--- src/rtl/gpio_emu_pkg.sv ---
package gpio_emu_pkg;
   localparam int unsigned OFS_DATA = 0;
   localparam int unsigned OFS_DIR  = 1;

   typedef enum logic [1:0] {
      SEL_NONE = 2'd0,
      SEL_DATA = 2'd1,
      SEL_DIR  = 2'd2
   } reg_sel_e;
endpackage

--- src/rtl/gpio_sync.sv ---
module gpio_sync #(
   parameter int unsigned WIDTH  = 8,
   parameter int unsigned STAGES = 2
) (
   input  logic             clk,
   input  logic             rst_n,
   input  logic [WIDTH-1:0] d,
   output logic [WIDTH-1:0] q
);
   generate
      if (STAGES < 2) begin : g_bad
         $error("gpio_sync: STAGES must be at least 2");
      end
   endgenerate

   logic [STAGES-1:0][WIDTH-1:0] chain_q;

   always_ff @(posedge clk or negedge rst_n) begin
      if (!rst_n) chain_q[0] <= '0;
      else        chain_q[0] <= d;
   end

   for (genvar s = 1; s < STAGES; s++) begin : g_stage
      always_ff @(posedge clk or negedge rst_n) begin
         if (!rst_n) chain_q[s] <= '0;
         else        chain_q[s] <= chain_q[s-1];
      end
   end

   assign q = chain_q[STAGES-1];
endmodule

--- src/rtl/gpio_regs.sv ---
module gpio_regs
   import gpio_emu_pkg::*;
#(
   parameter int unsigned WIDTH  = 8,
   parameter int unsigned ADDR_W = 4
) (
   input  logic              clk,
   input  logic              rst_n,
   input  logic              bus_sel,
   input  logic              bus_wr,
   input  logic [ADDR_W-1:0] bus_addr,
   input  logic [WIDTH-1:0]  bus_wdata,
   output reg_sel_e          hit,
   output logic [WIDTH-1:0]  out_q,
   output logic [WIDTH-1:0]  dir_q
);
   always_comb begin
      hit = SEL_NONE;
      if (bus_sel) begin
         if (bus_addr == ADDR_W'(OFS_DATA))     hit = SEL_DATA;
         else if (bus_addr == ADDR_W'(OFS_DIR)) hit = SEL_DIR;
      end
   end

   always_ff @(posedge clk or negedge rst_n) begin
      if (!rst_n) begin
         out_q <= '0;
         dir_q <= '0;
      end else if (bus_wr) begin
         if (hit == SEL_DATA) out_q <= bus_wdata;
         if (hit == SEL_DIR)  dir_q <= bus_wdata;
      end
   end
endmodule

--- src/rtl/gpio_emu_port.sv ---
module gpio_emu_port
   import gpio_emu_pkg::*;
#(
   parameter int unsigned WIDTH       = 8,
   parameter int unsigned ADDR_W      = 4,
   parameter int unsigned SYNC_STAGES = 2
) (
   input  logic              clk,
   input  logic              rst_n,
   input  logic              bus_sel,
   input  logic              bus_wr,
   input  logic [ADDR_W-1:0] bus_addr,
   input  logic [WIDTH-1:0]  bus_wdata,
   output logic [WIDTH-1:0]  bus_rdata,
   output logic              bus_ready,
   input  logic              emu_mode,
   input  logic [WIDTH-1:0]  ext_rdata,
   output logic              ext_we,
   output logic [ADDR_W-1:0] ext_addr,
   output logic [WIDTH-1:0]  ext_wdata,
   input  logic [WIDTH-1:0]  pad_in,
   output logic [WIDTH-1:0]  pad_out,
   output logic [WIDTH-1:0]  pad_oe
);
   generate
      if (WIDTH < 1) begin : g_bad_w
         $error("gpio_emu_port: WIDTH must be positive");
      end
      if (ADDR_W < 1) begin : g_bad_a
         $error("gpio_emu_port: ADDR_W must be positive");
      end
   endgenerate

   reg_sel_e         hit;
   logic [WIDTH-1:0] out_q;
   logic [WIDTH-1:0] dir_q;
   logic [WIDTH-1:0] pin_sync;
   logic [WIDTH-1:0] data_view;

   gpio_sync #(.WIDTH(WIDTH), .STAGES(SYNC_STAGES)) sync_i (
      .clk   (clk),
      .rst_n (rst_n),
      .d     (pad_in),
      .q     (pin_sync)
   );

   gpio_regs #(.WIDTH(WIDTH), .ADDR_W(ADDR_W)) regs_i (
      .clk       (clk),
      .rst_n     (rst_n),
      .bus_sel   (bus_sel),
      .bus_wr    (bus_wr),
      .bus_addr  (bus_addr),
      .bus_wdata (bus_wdata),
      .hit       (hit),
      .out_q     (out_q),
      .dir_q     (dir_q)
   );

   // per-pin choice between driven value and sampled level
   for (genvar i = 0; i < WIDTH; i++) begin : g_pin
      assign data_view[i] = dir_q[i] ? out_q[i] : pin_sync[i];
   end

   always_comb begin
      bus_rdata = '0;
      if (bus_sel && !bus_wr) begin
         if (emu_mode) begin
            bus_rdata = ext_rdata;
         end else begin
            case (hit)
               SEL_DATA: bus_rdata = data_view;
               SEL_DIR:  bus_rdata = dir_q;
               default:  bus_rdata = '0;
            endcase
         end
      end
   end

   assign bus_ready = bus_sel;
   assign ext_we    = bus_sel & bus_wr & emu_mode;
   assign ext_addr  = bus_addr;
   assign ext_wdata = bus_wdata;
   assign pad_out   = out_q;
   assign pad_oe    = dir_q;
endmodule

--- config.mk ---
export PLATFORM = sky130hd
export DESIGN_NAME = gpio_emu_port
export DESIGN_NICKNAME = d
export VERILOG_FILES = /design/src/rtl/gpio_emu_pkg.sv /design/src/rtl/gpio_sync.sv /design/src/rtl/gpio_regs.sv /design/src/rtl/gpio_emu_port.sv
export SDC_FILE = /design/constraint.sdc
export NUM_CORES = 1
export LEC_CHECK = 0
export BUFFER_PORTS_ARGS = -buffer_cell sky130_fd_sc_hd__buf_2
export CORE_UTILIZATION = 46
export CTS_BUF_LIST = sky130_fd_sc_hd__clkbuf_8
export CTS_CLUSTER_SIZE = 40
export DETAILED_ROUTE_END_ITERATION = 10
export GPL_ROUTABILITY_DRIVEN = 1
export PLACE_DENSITY = 0.81
export SYNTH_ARGS = -nofsm -noshare
export SYNTH_HDL_FRONTEND = slang
export SYNTH_SLANG_ARGS = --single-unit
--- constraint.sdc ---
create_clock -name clk -period 1.2 [get_ports clk]
set_input_delay 0.06 -clock clk [delete_from_list [all_inputs] [get_ports clk]]
set_output_delay 0.06 -clock clk [all_outputs]
set_load 0.02 [all_outputs]
## Word level (Yosys, flattened, before mapping)

Cells that the tools add are included.
Widths: inputs -> output; s select.

| operators by class | value |
|---|---|
| reductions and logical operators | 5 |
| bitwise operators | 2 |
| equal/unequal tests | 3 |
| mux-type cells | 14 |

Operator list:

| cell | number |
|---|---|
| $mux 8 | 2 |
| $pmux 8 s2 | 1 |
| $mux 1 | 8 |
| $mux 2 | 3 |
| $eq 4x1->1 const B | 1 |
| $logic_not 4->1 | 1 |
| $reduce_and 2->1 | 2 |
| $and 1x1->1 | 2 |
| $eq 2x1->1 const B | 1 |
| $eq 2x2->1 const B | 1 |
| $logic_and 1x1->1 | 1 |
| $logic_not 1->1 | 1 |

| storage, ports and cells | value |
|---|---|
| input bits | 33 |
| output and inout bits | 38 |
| register bits | 32 |

## Logic depth before layout (Yosys ltp)

| depth | value |
|---|---|
| word-level depth | 8 |
| gate-level depth with buffers | 4 |
| gate-level depth less buffers | 3 |

## Modules after synthesis

Synthesis repeated with hierarchy kept, for this count alone.

| unflattened totals | value |
|---|---|
| cells, all modules | 111 |
| area total of the unflattened synthesis | 1,536.5 um2 |

Modules (own cells, without submodules):

| module | seq. area each (um2) | area an instance (um2) | times used | cells each |
|---|---|---|---|---|
| gpio_regs | 400.4 | 656.9 | 1 | 40 |
| gpio_sync | 400.4 | 460.4 | 1 | 24 |
| gpio_emu_port | 0.0 | 419.2 | 1 | 47 |

## Worst setup path before layout

OpenSTA, ideal clock, no wires.

| timing | value |
|---|---|
| kind | in2out |
| start | input bus_wr |
| end | output bus_rdata[6] |
| setup slack | 0.025 ns |
| required time | 1.140 ns |
| stages on the path | 3 |
| arrival | 1.115 ns |
| path through | or4b_4 nor3_4 a22o_1 |

| between the ends | value |
|---|---|
| cells in the longest elaborated chain, start to end | 3 |

RTL lines:

| element | line | text |
|---|---|---|
| from (decl) | gpio_emu_port.sv:11 | `input logic bus_wr,` |
| $logic_not 1->1 | gpio_emu_port.sv:66 | `if (bus_sel && !bus_wr) begin` |
| $logic_and 1x1->1 | gpio_emu_port.sv:66 |  |
| $mux 8 | gpio_emu_port.sv:66 |  |
| to (decl) | gpio_emu_port.sv:14 | `output logic [WIDTH-1:0] bus_rdata,` |

No other way between the ends.

## Final worst setup path

| timing | value |
|---|---|
| start | input bus_wr |
| end | output bus_rdata[2] |

The elaborated chain is that of the path after synthesis.

==> run_results.csv <==
group,metric,value,unit
outcome,status,"finished, violations left",
outcome,violations,"setup timing",
sta,fin_skew,0.000281,ns
sta,relSlewSlack,73.9,%
clock_tree,cts_sinks,32,
global_route,antenna_found_initial,0,
detailed_routing,drt_iter0_drc,35,
sta,worst_pin_slew,0.391,ns
place,port_buffers,70,
final_layout,drive_gt1_share,59.2,%
final_layout,area_growth,48.4,%
synth,netlist_area,0.00137,mm^2
synth,ys.flop_type,"dfrtp_1",
synth,yosysSeqAreaShare,58.6,%
pwr,power.density,1400,mW/mm^2
global_route,grt_pass1_vias,1095,
final_layout,final_nets,224,
final_layout,final_core_util,73.0,%
sta,finalCritPeriodShare,113,%
final_layout,regArea,801,um^2
place,place_hpwl,2.21,mm
sta,maxSlewViolCount,0,
sta,hold_viol,0,
detailed_routing,drc,0,
setup_path,required,1.14,ns
clock_tree,clk_pin_slew,0.06,ns
setup_path,cp-start-kind,"input pin",
floorplanning,placeableCoreArea,0.00278,mm^2
global_route,grt_max_degree,33,
synth,synthMostInstantiatedCell,"dfrtp_1",
clock_tree,cts-root-buf,"clkbuf_8",
setup_path,worst-path-max-fanout,4,
detailed_routing,first_pass_iters,4,
synth,synth_cells,103,
floorplanning,pin_count,71,
final_layout,multiInputGateArea,462,um^2
final_layout,fillers,200,
floorplanning,start_util,49.2,%
global_route,overflow,0,
min_path,min_path_type,"input pin to flip-flop",
synth,syn-num-nets,136,
clock_tree,cts_buffers,5,
place,gp_congestion,0.696,
synth,synth-seq-cells,32,
setup_path,critical_path_arrival,1.29,ns
synth,synth_top_area_share,58.6,%
floorplanning,rows,19,
place,place_inst,203,
floorplanning,die-area,0.00320,mm^2
sta,period_needed,1.35,ns
pwr,p_leak,1.04,nW
sta,tns,-1.02,ns
global_route,grt_usage,21.4,%
clock_tree,htree_levels,2,
global_route,grt_pass1_wl,4.94,mm
floorplanning,die_w,56.5,um
sta,max_freq,739,MHz
detailed_routing,routed_wl,3.16,mm
sta,rsz0062_at_grt,"yes",
final_layout,stdcell_count,222,
synth,ys_warn_count,0,
synth,yosys-top-cells-count,"dfrtp_1 (32), o21ai_0 (16), mux2_2 (15)",
clock_tree,clk_latency,0.27,ns
detailed_routing,via_per_inst,5.15,
final_layout,diodes,0,
flow_run,cap_violations,0,
pwr,vdd_drop_max,1170,uV
detailed_routing,final_antenna_net_count,0,
synth,synth_edf_count,0,
detailed_routing,wl_per_cell,14.2,um
setup_path,end_kind,"output pin",
clock_tree,cts_tree,"built",
setup_path,path_class,"input pin to output pin",
sta,setup_viol,8,
synth,async_flop_share,100,%
synth,syn_area_per_cell,13.3,um^2
clock_tree,cts_buffer_depth,2,
sta,setup_slack,-0.154,ns
floorplanning,die_y,56.5,um
detailed_routing,via_count,1143,
synth,yosys.area.top_type,"dfrtp_1",
synth,ys_types,16,
synth,yosys-top-cells-area,"dfrtp_1 (59%), mux2_2 (12%), buf_4 (7.1%)",
-- cell type report --
cell class                      instances  share of cell area [%]
Sequential cell                        32                    39.5
Timing Repair Buffer                   96                    31.1
Multi-Input combinational cell         56                    22.7
Clock buffer                            7                    4.75
Tap cell                               31                    1.91
-- layer usage --
layer	GRT usage [%]	share of wire (%)
met4	13.9	2.3
met1	24.8	39
met5	0	0
met2	35.1	52
met3	5.07	6.5
-- final timing paths --
check | start | end | slack, ns | cells after the start
setup / recovery | bus_wr | bus_rdata[2] | -0.15 | 6
min in group asynchronous | rst_n | regs_i.out_q[5]$_DFFE_PN0P_ | 0.34 | 3
max in group asynchronous | rst_n | sync_i.chain_q[7]$_DFF_PN0_ | 0.56 | 3
setup reg to reg | regs_i.out_q[6]$_DFFE_PN0P_ | regs_i.out_q[6]$_DFFE_PN0P_ | 0.31 | 2
hold reg to reg | sync_i.chain_q[2]$_DFF_PN0_ | sync_i.q[2]$_DFF_PN0_ | 0.35 | 0
hold / removal | bus_wdata[0] | regs_i.dir_q[0]$_DFFE_PN0P_ | 0.03 | 2
-- critical path, stage by stage --
cell    delay [ns]
buf_6         0.09
or4b_4        0.54
nor3_4        0.17
buf_6         0.14
a22o_1        0.16
buf_6         0.13
-- sequential cells by signal, summed over array words and instances (netlist names) --
name            cells
regs_i.out_q        8
regs_i.dir_q        8
sync_i.q            8
sync_i.chain_q      8
-- stage by stage --
stage               setup slack (ns)  cell area, um^2  hold slack, ns  power, mW
floorplan                     0.0248             1370          -0.236       1.67
finish                        -0.154             2030          0.0336       2.84
detailed placement            -0.158             1760           0.108       1.94
global route                  -0.188             2030          0.0435       2.98
CTS                           -0.148             2010          0.0324       2.84
global placement              -0.140             1760          0.0869       1.91
-- cells in the final DEF, fill, tap and decap left out --
master,count
buf_2,61
dfrtp_1,32
mux2_2,15
buf_4,15
buf_6,11
o21ai_0,9
dlygate4sd3_1,9
nand2b_1,8
a22o_1,8
o21ai_1,7
clkbuf_8,7
or4b_4,1
nor3_4,1
and3b_1,1
and3_1,1
nor4_1,1
nand3_1,1
nor4b_2,1
nand3_2,1
mux2_1,1
-- logic make-up after synthesis --
kind of cell	synth area share (%)
buffers and inverters	7.69
multiplexers	13.2
AO/OA/AOI/OAI	11.0
AND/OR/NAND/NOR	9.61
flip-flops	58.6
-- timing repair --
item	4_1_cts	5_1_grt
pin swaps	6	3
hold buffers	9	0
buffers inserted	1	2
endpoints found under the setup margin	8	8
hold endpoints to repair	40	0
resized for setup	19	7
-- report_power, final --
group	total, mW	internal, mW	leakage (nW)	switching, mW
combinational	0.682	0.313	0.599	0.369
sequential	1.30	1.21	0.391	0.0851
clock	0.865	0.510	0.0503	0.356
Note: power is estimated with default switching activity, not from simulation.
